File: config.mk
export PLATFORM = sky130hd
export DESIGN_NAME = mdp_alu_shift
export DESIGN_NICKNAME = d
export VERILOG_FILES = /design/src/rtl/mdp_pkg.sv /design/src/rtl/mdp_alu_core.sv /design/src/rtl/mdp_shifter.sv /design/src/rtl/mdp_hold_reg.sv /design/src/rtl/mdp_alu_shift.sv
export SDC_FILE = /design/constraint.sdc
export NUM_CORES = 1
export LEC_CHECK = 0
export ABC_AREA = 1
export BUFFER_PORTS_ARGS = -buffer_cell sky130_fd_sc_hd__buf_2
export CAP_MARGIN = 20
export CORE_AREA = 2 2 148 150
export CTS_CLUSTER_SIZE = 10
export DETAILED_ROUTE_END_ITERATION = 6
export DIE_AREA = 0 0 150 152
export PLACE_DENSITY = 0.45
export REMOVE_ABC_BUFFERS = 1
export SKIP_LAST_GASP = 1
export SLEW_MARGIN = 20
export SYNTH_ARGS = -nofsm -noshare
export SYNTH_HDL_FRONTEND = slang
export SYNTH_SLANG_ARGS = --single-unit
File: constraint.sdc
create_clock -name clk -period 3.8 [get_ports clk]
set_input_delay 0.38 -clock clk [delete_from_list [all_inputs] [get_ports clk]]
set_output_delay 0.38 -clock clk [all_outputs]
set_load 0.005 [all_outputs]
File: src/rtl/mdp_pkg.sv
package mdp_pkg;
  typedef enum logic [1:0] {
    FN_AND  = 2'b00,
    FN_OR   = 2'b01,
    FN_NOTB = 2'b10,
    FN_ADD  = 2'b11
  } alu_fn_e;
endpackage

File: src/rtl/mdp_alu_core.sv
module mdp_alu_core
  import mdp_pkg::*;
#(
  parameter int unsigned W = 32
) (
  input  logic         clk,
  input  logic         rst_n,
  input  logic [W-1:0] h_opnd,
  input  logic [W-1:0] b_opnd,
  input  alu_fn_e      fn,
  input  logic         en_l,
  input  logic         en_r,
  input  logic         inv_l,
  input  logic         cin,
  output logic [W-1:0] res,
  output logic         neg,
  output logic         zero
);
  localparam int unsigned MSB = W - 1;

  logic [W-1:0] a_gated, a_eff, b_eff, sum;

  // Gate first, then invert: a disabled input with invert gives all ones
  always_comb begin
    a_gated = en_l ? h_opnd : '0;
    a_eff   = inv_l ? ~a_gated : a_gated;
    b_eff   = en_r ? b_opnd : '0;
  end

  assign sum = a_eff + b_eff + {{(W-1){1'b0}}, cin};

  always_comb begin
    unique case (fn)
      FN_AND:  res = a_eff & b_eff;
      FN_OR:   res = a_eff | b_eff;
      FN_NOTB: res = ~b_eff;
      default: res = sum;
    endcase
  end

  assign neg  = res[MSB];
  assign zero = (res == '0);

  AST_NOTB_DISABLED: assert property (@(posedge clk) disable iff (!rst_n)
    (fn == FN_NOTB && !en_r) |-> (res == {W{1'b1}}));
endmodule

File: src/rtl/mdp_shifter.sv
module mdp_shifter #(
  parameter int unsigned W     = 32,
  parameter int unsigned SHAMT = 8
) (
  input  logic         clk,
  input  logic         rst_n,
  input  logic [W-1:0] din,
  input  logic         shl,
  input  logic         sar,
  output logic [W-1:0] dout
);
  localparam int unsigned MSB = W - 1;

  logic [W-1:0] left_v, right_v;

  generate
    if (SHAMT == 0) begin : g_noshift
      assign left_v = din;
    end else begin : g_shift
      assign left_v = {din[W-SHAMT-1:0], {SHAMT{1'b0}}};
    end
  endgenerate

  assign right_v = {din[MSB], din[MSB:1]};

  // Illegal combination (both set) falls through to unshifted
  always_comb begin
    unique case ({shl, sar})
      2'b10:   dout = left_v;
      2'b01:   dout = right_v;
      default: dout = din;
    endcase
  end

  AST_SHL_ZERO_FILL: assert property (@(posedge clk) disable iff (!rst_n)
    (shl && !sar) |-> (dout[SHAMT-1:0] == '0));
  AST_SAR_SIGN_KEEP: assert property (@(posedge clk) disable iff (!rst_n)
    (sar && !shl) |-> (dout[MSB] == din[MSB] && dout[MSB-1] == din[MSB]));
  AST_BOTH_PASS: assert property (@(posedge clk) disable iff (!rst_n)
    (sar && shl) |-> (dout == din));
endmodule

File: src/rtl/mdp_hold_reg.sv
module mdp_hold_reg #(
  parameter int unsigned W = 32
) (
  input  logic         clk,
  input  logic         rst_n,
  input  logic         load,
  input  logic [W-1:0] d,
  output logic [W-1:0] q
);
  always_ff @(posedge clk or negedge rst_n) begin
    if (!rst_n)    q <= '0;
    else if (load) q <= d;
  end

  AST_H_CAPTURE: assert property (@(posedge clk) disable iff (!rst_n)
    load |=> (q == $past(d)));
  AST_H_HOLD: assert property (@(posedge clk) disable iff (!rst_n)
    !load |=> $stable(q));
endmodule

File: src/rtl/mdp_alu_shift.sv
module mdp_alu_shift
  import mdp_pkg::*;
#(
  parameter int unsigned W     = 32,
  parameter int unsigned SHAMT = 8
) (
  input  logic         clk,
  input  logic         rst_n,
  input  logic [W-1:0] b_bus,
  input  logic [1:0]   fsel,
  input  logic         en_left,
  input  logic         en_right,
  input  logic         inv_left,
  input  logic         carry_in,
  input  logic         shl_byte,
  input  logic         sar_bit,
  input  logic         h_load,
  output logic [W-1:0] c_bus,
  output logic         neg_flag,
  output logic         zero_flag,
  output logic [W-1:0] h_value
);
  localparam int unsigned MSB = W - 1;

  logic [W-1:0] h_q, alu_out;

  mdp_hold_reg #(.W(W)) u_hreg (
    .clk(clk), .rst_n(rst_n), .load(h_load), .d(c_bus), .q(h_q)
  );

  mdp_alu_core #(.W(W)) u_core (
    .clk(clk), .rst_n(rst_n), .h_opnd(h_q), .b_opnd(b_bus),
    .fn(alu_fn_e'(fsel)), .en_l(en_left), .en_r(en_right),
    .inv_l(inv_left), .cin(carry_in),
    .res(alu_out), .neg(neg_flag), .zero(zero_flag)
  );

  mdp_shifter #(.W(W), .SHAMT(SHAMT)) u_shift (
    .clk(clk), .rst_n(rst_n), .din(alu_out), .shl(shl_byte),
    .sar(sar_bit), .dout(c_bus)
  );

  assign h_value = h_q;

  AST_ZERO_UNSHIFTED: assert property (@(posedge clk) disable iff (!rst_n)
    (zero_flag && !shl_byte && !sar_bit) |-> (c_bus == '0));
  AST_NEG_ON_SAR: assert property (@(posedge clk) disable iff (!rst_n)
    (sar_bit && !shl_byte) |-> (c_bus[MSB] == neg_flag));
  AST_PASS_B: assert property (@(posedge clk) disable iff (!rst_n)
    (fsel == 2'b11 && !en_left && en_right && !inv_left && !carry_in &&
     !shl_byte && !sar_bit) |-> (c_bus == b_bus));
endmodule

==> results.md, run 1 <==
* Final Total Pwr at 0.00245 W
* Initial DRC count at 517
* Asr flop ratio synth at 100%
* Endpoint class of the critical path: output port
* Min-Delay Path Class: input pin to asynchronous set/reset pin
* Top cell type's share of synthesized area at 29.9%
* Num ports at 109
* Crit Path Category: register to output port
* Post-Syn Area at 6300 um^2
* Final worst slack at 0.188 ns
* WL per Instance at 16.4 um
* Nets at 1407
* Share of cells above drive strength 1 at 19.0%
* Root Buffer: clkbuf_16
* First-pass GRT wire length at 39800 um
* Static leakage at 4.74 nW
* Skew final at 0.00320 ns
* First drt pass iteration count at 5
* Internal Power at 0.00127 W
* Top reg by flops: u_hreg.q
* Placed insts at 1561
* Comb pwr share at 64.5%
* Critical path data arrival time at 3.23 ns
* Sequential Power Share at 18.5%
* Most used DFF post-synth: dfrtp_1
* Vias in the first global route at 7180
* Slew Limit Fails at 0
* Worst-path fanout max at 3
* Clock Latency Late Sink at 0.28 ns
* Outcome: complete, no violations
* Die area at 22800 um^2
* Drt drc at 0
* Final hold violations at 0
* FILL cells at 2517
* Count leader, synth: nand2_1
* Maximum VDD drop at 0.493 mV
* Largest net degree at the start of global routing at 34
* Tcrit/Tclk final at 95.1%
* Core ar. at 21400 um^2
* Post-Place Setup Slack at 0.0220 ns
* Post-synth EDFFs at 0
* Vias per cell at 4.72
* RSZ-0062 raised after global routing: yes
* Chip width at 150 um
* Cts bufs inserted at 5
* Synth cell count leaders: nand2_1, inv_1, nand3_1
* Htree depth at 2
* PD cells at 309 nW/um^2
* Yosys warns at 0
* Antenna violations before repair at 0
* Sw frac at 48.2%
* Post-layout min period at 3.61 ns
* CTS sink cnt at 32
* Overflow after GRT at 0
* Gr usage total at 22.2%
* Max reg flops at 32
* DR vias at 7439
* Number of port buffers at 108
* N_diodes at 0
* Clock power frac at 16.9%
* FF+latch count, synth at 32
* Initial core utilization at 29.5%
* Netlist cell types at 37
* Sw Pwr at 0.00118 W
* Synthesized netlist cell count at 1152
* Die Y-Extent at 152 um
* Max-cap violations at 0
* Finish-stage setup viols at 0
* Clk slew on worst S/H paths at 0.05 ns
* Tightest Pin Transition at 1.01 ns
* CTS tree: done
* Worst setup SP type: register
* DRT antenna net count at 0
* Achievable clock frequency at 277 MHz
* Rel. slew slack at 32.9%
* GPL Wtd Cong at 0.876
* Synth top area cells: nand2_1, ha_1, dfrtp_1, inv_1, nand3_1
* Max Buffers Root-to-Sink at 2
* Syn Area/Cell at 5.47 um^2
* Post-synth top area cell: nand2_1
* Non-Filler Instances at 1576
* Core Rows at 54
* Dpl hpwl at 21400 um
* Largest regs: u_hreg.q (32)
* WL final at 25800 um
* Layout area overhead at 25.6%
* CP required at 3.42 ns
* Register area share after synthesis at 12.7%
[through the flow]
stage                     hold slack, ns  util (%)  TNS [ns]  instance area [um^2]
after detailed placement           0.476      35.0         0                  7480
after global placement             0.480      35.0    -0.172                  7480
after global routing               0.220      37.0   -0.0367                  7910
final                              0.151      37.0         0                  7910
after CTS                          0.179      35.9  -0.00611                  7670
after floorplan                   0.0844         -         0                  6140
[path summary, 6_finish.rpt]
kind	from	end	slack (ns)	cells past startpoint
min in group clk	u_hreg.q[11]	u_hreg.q[11]	0.50	2
hold reg to reg	u_hreg.q[11]	u_hreg.q[11]	0.50	2
max in group asynchronous	rst_n	u_hreg.q[5]	3.19	1
hold / removal	rst_n	u_hreg.q[30]	0.15	1
setup reg to reg	u_hreg.q[0]	u_hreg.q[25]	0.81	21
setup / recovery	u_hreg.q[0]	zero_flag	0.19	19
[per-layer routing]
layer | GRT usage (%) | share of wire, % | vias to the layer above
met2 | 36.3 | 46 | 184
met4 | 3.50 | 1.2 | 0
met1 | 32.9 | 49 | 3414
met5 | 0 | 0 | -
li1 | - | - | 3826
met3 | 0.811 | 4.3 | 15
[what timing repair did]
action | in CTS | in global routing
hold buffers | 0 | 0
cloned | 0 | 2
pin swaps | 1 | 10
endpoints found under the setup margin | 6 | 20
gates resized for setup | 7 | 37
setup buffers | 2 | 4
[final cells by class]
type	count	area [um^2]	area share [%]
clock buffers	7	153	1.93
multi-input cells	876	4730	59.8
flip-flops and latches	32	801	10.1
well taps	280	350	4.43
inverters	210	788	9.97
repair buffers	171	1090	13.8
[cell families (layout without fill, tap and decap cells)]
| logic type | count (synthesis) | after routing | share of synthesized area, % |
|---|---|---|---|
| AND/OR/NAND/NOR | 657 | 657 | 41.6 |
| buffers and inverters | 244 | 388 | 15.1 |
| AO/OA/AOI/OAI | 117 | 117 | 12.1 |
| XOR/XNOR | 34 | 34 | 4.73 |
| flip-flops | 32 | 32 | 12.7 |
| adder cells (fa/ha/maj) | 68 | 68 | 13.7 |
[power groups by stage]
stage / registers (W) / logic, W / clock network (W)
2_1_floorplan: 0.000449 / 0.000869 / 0
3_3_place_gp: 0.000456 / 0.00151 / 0
3_5_place_dp: 0.000458 / 0.00150 / 0
4_1_cts: 0.000453 / 0.00152 / 0.000428
5_1_grt: 0.000462 / 0.00176 / 0.000437
6_report: 0.000453 / 0.00158 / 0.000414
[placed cells by master (no fill, tap or decap), types with 2 or more instances in the layout]
master / n
nand2_1: 495
inv_1: 193
buf_2: 107
nand3_1: 68
ha_1: 62
buf_4: 58
nor2_1: 52
a21oi_1: 39
dfrtp_1: 32
xor2_1: 25
o22ai_1: 23
inv_2: 16
o221ai_1: 14
nand4_1: 10
o21ai_0: 10
nand2_2: 9
nor2_2: 9
xor2_2: 7
clkbuf_16: 7
o211ai_1: 6
a21oi_2: 5
o221ai_2: 4
o21ai_1: 4
nor3_1: 3
nand3b_1: 3
o21ai_2: 3
o21bai_1: 3
ha_2: 3
buf_12: 3
o2111ai_1: 2
xnor2_1: 2
nor3_2: 2
a21oi_4: 2
fa_2: 2
clkbuf_8: 2
[worst max-delay path, cell delays in order, from the launching register on]
cell     delay, ns
dfrtp_1       0.40
nand2_2       0.09
xor2_2        0.18
inv_2         0.07
fa_2          0.36
inv_1         0.08
fa_2          0.23
inv_2         0.05
nand3_1       0.14
nand3_1       0.13
nand2_1       0.08
nand3_1       0.18
nand2_1       0.20
nand2_1       0.10
nor2_2        0.15
nand3_1       0.09
nor2_1        0.09
nand2_1       0.08
nor2_2        0.12
buf_2         0.13
Note: power is estimated with default switching activity, not from simulation.
==> run 2: changes to the inputs <==
--- a/config.mk
+++ b/config.mk
@@ -15,7 +15,6 @@
 export PLACE_DENSITY = 0.45
 export REMOVE_ABC_BUFFERS = 1
 export SKIP_LAST_GASP = 1
-export SLEW_MARGIN = 20
 export SYNTH_ARGS = -nofsm -noshare
 export SYNTH_HDL_FRONTEND = slang
 export SYNTH_SLANG_ARGS = --single-unit
==> constraint.sdc (replaced) <==
create_clock -name clk -period 3.6 [get_ports clk]
set_input_delay 0.36 -clock clk [delete_from_list [all_inputs] [get_ports clk]]
set_output_delay 0.36 -clock clk [all_outputs]
set_load 0.005 [all_outputs]
==> run 2 against run 1 <==
Total power is 16% higher. Clock power is 5.3% higher. Sequential cell count unchanged. Clock skew fell by 0.0015 ns. Cell area up 11%. Cell count grew 5.3%. First-iteration DRC count down 15%. Critical path type unchanged. Largest power group unchanged.
==> results.md, run 2 (synthesis gave the netlist of run 1 again) <==
* Clk slew on worst S/H paths at 0.05 ns (about the same)
* Finish-stage setup viols at 0 (unchanged)
* Sw frac at 46.8% (-1.5 points)
* Layout area overhead at 39.9%
* Initial core utilization at 29.5% (unchanged)
* Htree depth at 2 (unchanged)
* Post-Place Setup Slack at 0.000920 ns (-0.0210 ns)
* Internal Power at 0.00151 W (+19%)
* Comb pwr share at 68.0% (+3.5 points)
* Tightest Pin Transition at 0.741 ns (-0.264 ns)
* Die area at 22800 um^2 (unchanged)
* Largest net degree at the start of global routing at 34 (unchanged)
* Hold_buf cts at 0 (unchanged)
* Vias per cell at 4.66 (-1.3%)
* Number of port buffers at 108 (unchanged)
* Chip width at 150 um (unchanged)
* Nets at 1490 (+5.9%)
* Crit path launch: u_hreg.q[0]
* Crit Path Category: register to output port
* Dpl hpwl at 21500 um (+0.45%)
* Min-Delay Path Class: input pin to asynchronous set/reset pin
* Core Rows at 54 (unchanged)
* Maximum VDD drop at 0.359 mV (-27%)
* Commonest cells after routing, fill and taps aside: nand2_1, inv_1, buf_4
* Sequential Power Share at 16.6% (-1.9 points)
* Clock power frac at 15.4% (-1.5 points)
* Final hold violations at 0 (unchanged)
* Core ar. at 21400 um^2 (unchanged)
* Outcome: complete, no violations
* Rel. slew slack at 50.6% (+18 points)
* Cts bufs inserted at 5 (unchanged)
* First-pass GRT wire length at 40000 um (+0.52%)
* DRT antenna net count at 0 (unchanged)
* Skew final at 0.00171 ns (-0.00149 ns)
* Worst reg-to-reg path cell count at 24 (+14%)
* Achievable clock frequency at 285 MHz
* GPL Wtd Cong at 0.909 (+3.8%)
* N_diodes at 0 (unchanged)
* Worst R2R Setup Slack at 0.46 ns (-0.35 ns)
* Gr usage total at 22.4% (+0.19 points)
* CTS sink cnt at 32 (unchanged)
* Post-layout min period at 3.51 ns
* Reg2Reg Launch Point: u_hreg.q[0]
* Root Buffer: clkbuf_16
* Largest regs: u_hreg.q (32)
* Post-Route Setup TNS at 0 ns (unchanged)
* Worst setup SP type: register
* Share of cells above drive strength 1 at 28.4% (+9.4 points)
* Top reg by flops: u_hreg.q
* Num ports at 109 (unchanged)
* Endpoint class of the critical path: output port
* Sw Pwr at 0.00133 W (+12%)
* Critical path data arrival time at 3.15 ns (-0.08 ns)
* CP required at 3.24 ns (-0.18 ns)
* Die Y-Extent at 152 um (unchanged)
* Static leakage at 5.23 nW (+10%)
* WL final at 25800 um (about the same)
* Final worst slack at 0.0913 ns (-0.0964 ns)
* FILL cells at 2459 (-2.3%)
* Clock Latency Late Sink at 0.28 ns (about the same)
* Worst-path fanout max at 4 (+1)
* DR vias at 7734 (+4.0%)
* Max Buffers Root-to-Sink at 2 (unchanged)
* Slew Limit Fails at 0 (unchanged)
* CTS tree: done
* Drt drc at 0 (unchanged)
* Tcrit/Tclk final at 97.5%
* WL per Instance at 15.5 um (-5.1%)
* Antenna violations before repair at 0 (unchanged)
* Commonest non-fill, non-tap cell in the layout: nand2_1
* Initial DRC count at 440 (-15%)
* Vias in the first global route at 7217 (+0.52%)
* PD cells at 322 nW/um^2 (+4.2%)
* RSZ-0062 raised after global routing: yes
* End of the worst register-to-register path: u_hreg.q[20]
* Overflow after GRT at 0 (unchanged)
* Max reg flops at 32 (unchanged)
* Max-cap violations at 0 (unchanged)
* First drt pass iteration count at 5 (unchanged)
[run 2: layout make-up]
class	count	area [um^2]	area share, %
well taps	280	350	3.98
repair buffers	254	1710	19.4
inverters	210	788	8.95
clock buffers	7	143	1.62
flip-flops and latches	32	801	9.09
clock inverters	1	7.51	0.0852
multi-input cells	876	5010	56.8
[run 2: critical path, cell delays in order, from the launching register on]
cell and delay, ns:
dfrtp_1 0.37, nand2_2 0.08, xor2_2 0.18, inv_2 0.08
fa_2 0.22, inv_2 0.04, fa_2 0.35, inv_2 0.09
nand3_4 0.08, nand3_4 0.10, nand2_4 0.08, buf_6 0.13
nand3_2 0.05, nand2_2 0.05, o21ai_2 0.16, nand3_1 0.09
nor2_1 0.14, nand3_1 0.12, nor2_1 0.11, nand2_1 0.07
nor2_2 0.13, buf_2 0.13
[run 2: power by group through the flow]
stage / combinational, W / clock (W) / sequential, W
after floorplan: 0.000917 / 0 / 0.000474
after global placement: 0.00176 / 0 / 0.000478
after detailed placement: 0.00176 / 0 / 0.000478
after CTS: 0.00179 / 0.000449 / 0.000471
after global routing: 0.00214 / 0.000462 / 0.000482
final: 0.00193 / 0.000436 / 0.000472
[run 2: timing repair]
| action | CTS | global route |
|---|---|---|
| buffers inserted | 4 | 7 |
| pin swaps | 3 | 30 |
| endpoints found under the hold margin | 0 | 0 |
| gates resized for setup | 11 | 107 |
| endpoints found under the setup margin | 18 | 24 |
[run 2: through the flow]
| stage | std cells | power [W] | hold WS, ns | utilization [%] | cell area (um^2) |
|---|---|---|---|---|---|
| 3_5_place_dp | 1640 | 0.00224 | 0.475 | 37.8 | 8070 |
| 6_report | 1660 | 0.00284 | 0.142 | 41.3 | 8810 |
| 4_1_cts | 1652 | 0.00271 | 0.171 | 38.8 | 8280 |
| 3_3_place_gp | 1640 | 0.00224 | 0.475 | 37.8 | 8070 |
| 2_1_floorplan | 1118 | 0.00139 | 0.0644 | - | 6140 |
| 5_1_grt | 1660 | 0.00309 | 0.219 | 41.3 | 8810 |
[run 2: metal layers]
layer / track usage [%] / vias up / share of wire (%)
met3: 1.26 / 20 / 3.8
li1: - / 4002 / -
met2: 35.9 / 161 / 45
met5: 0 / - / 0
met4: 3.68 / 0 / 1.4
met1: 33.4 / 3551 / 50
[run 2: worst max path at each step]
stage	cells past startpoint	to	slack, ns
5_1_grt	20	zero_flag	-0.14
2_1_floorplan	22	zero_flag	0.60
6_report	21	zero_flag	0.09
3_3_place_gp	22	zero_flag	-0.03
4_1_cts	24	zero_flag	0.0008
3_5_place_dp	25	zero_flag	0.0009
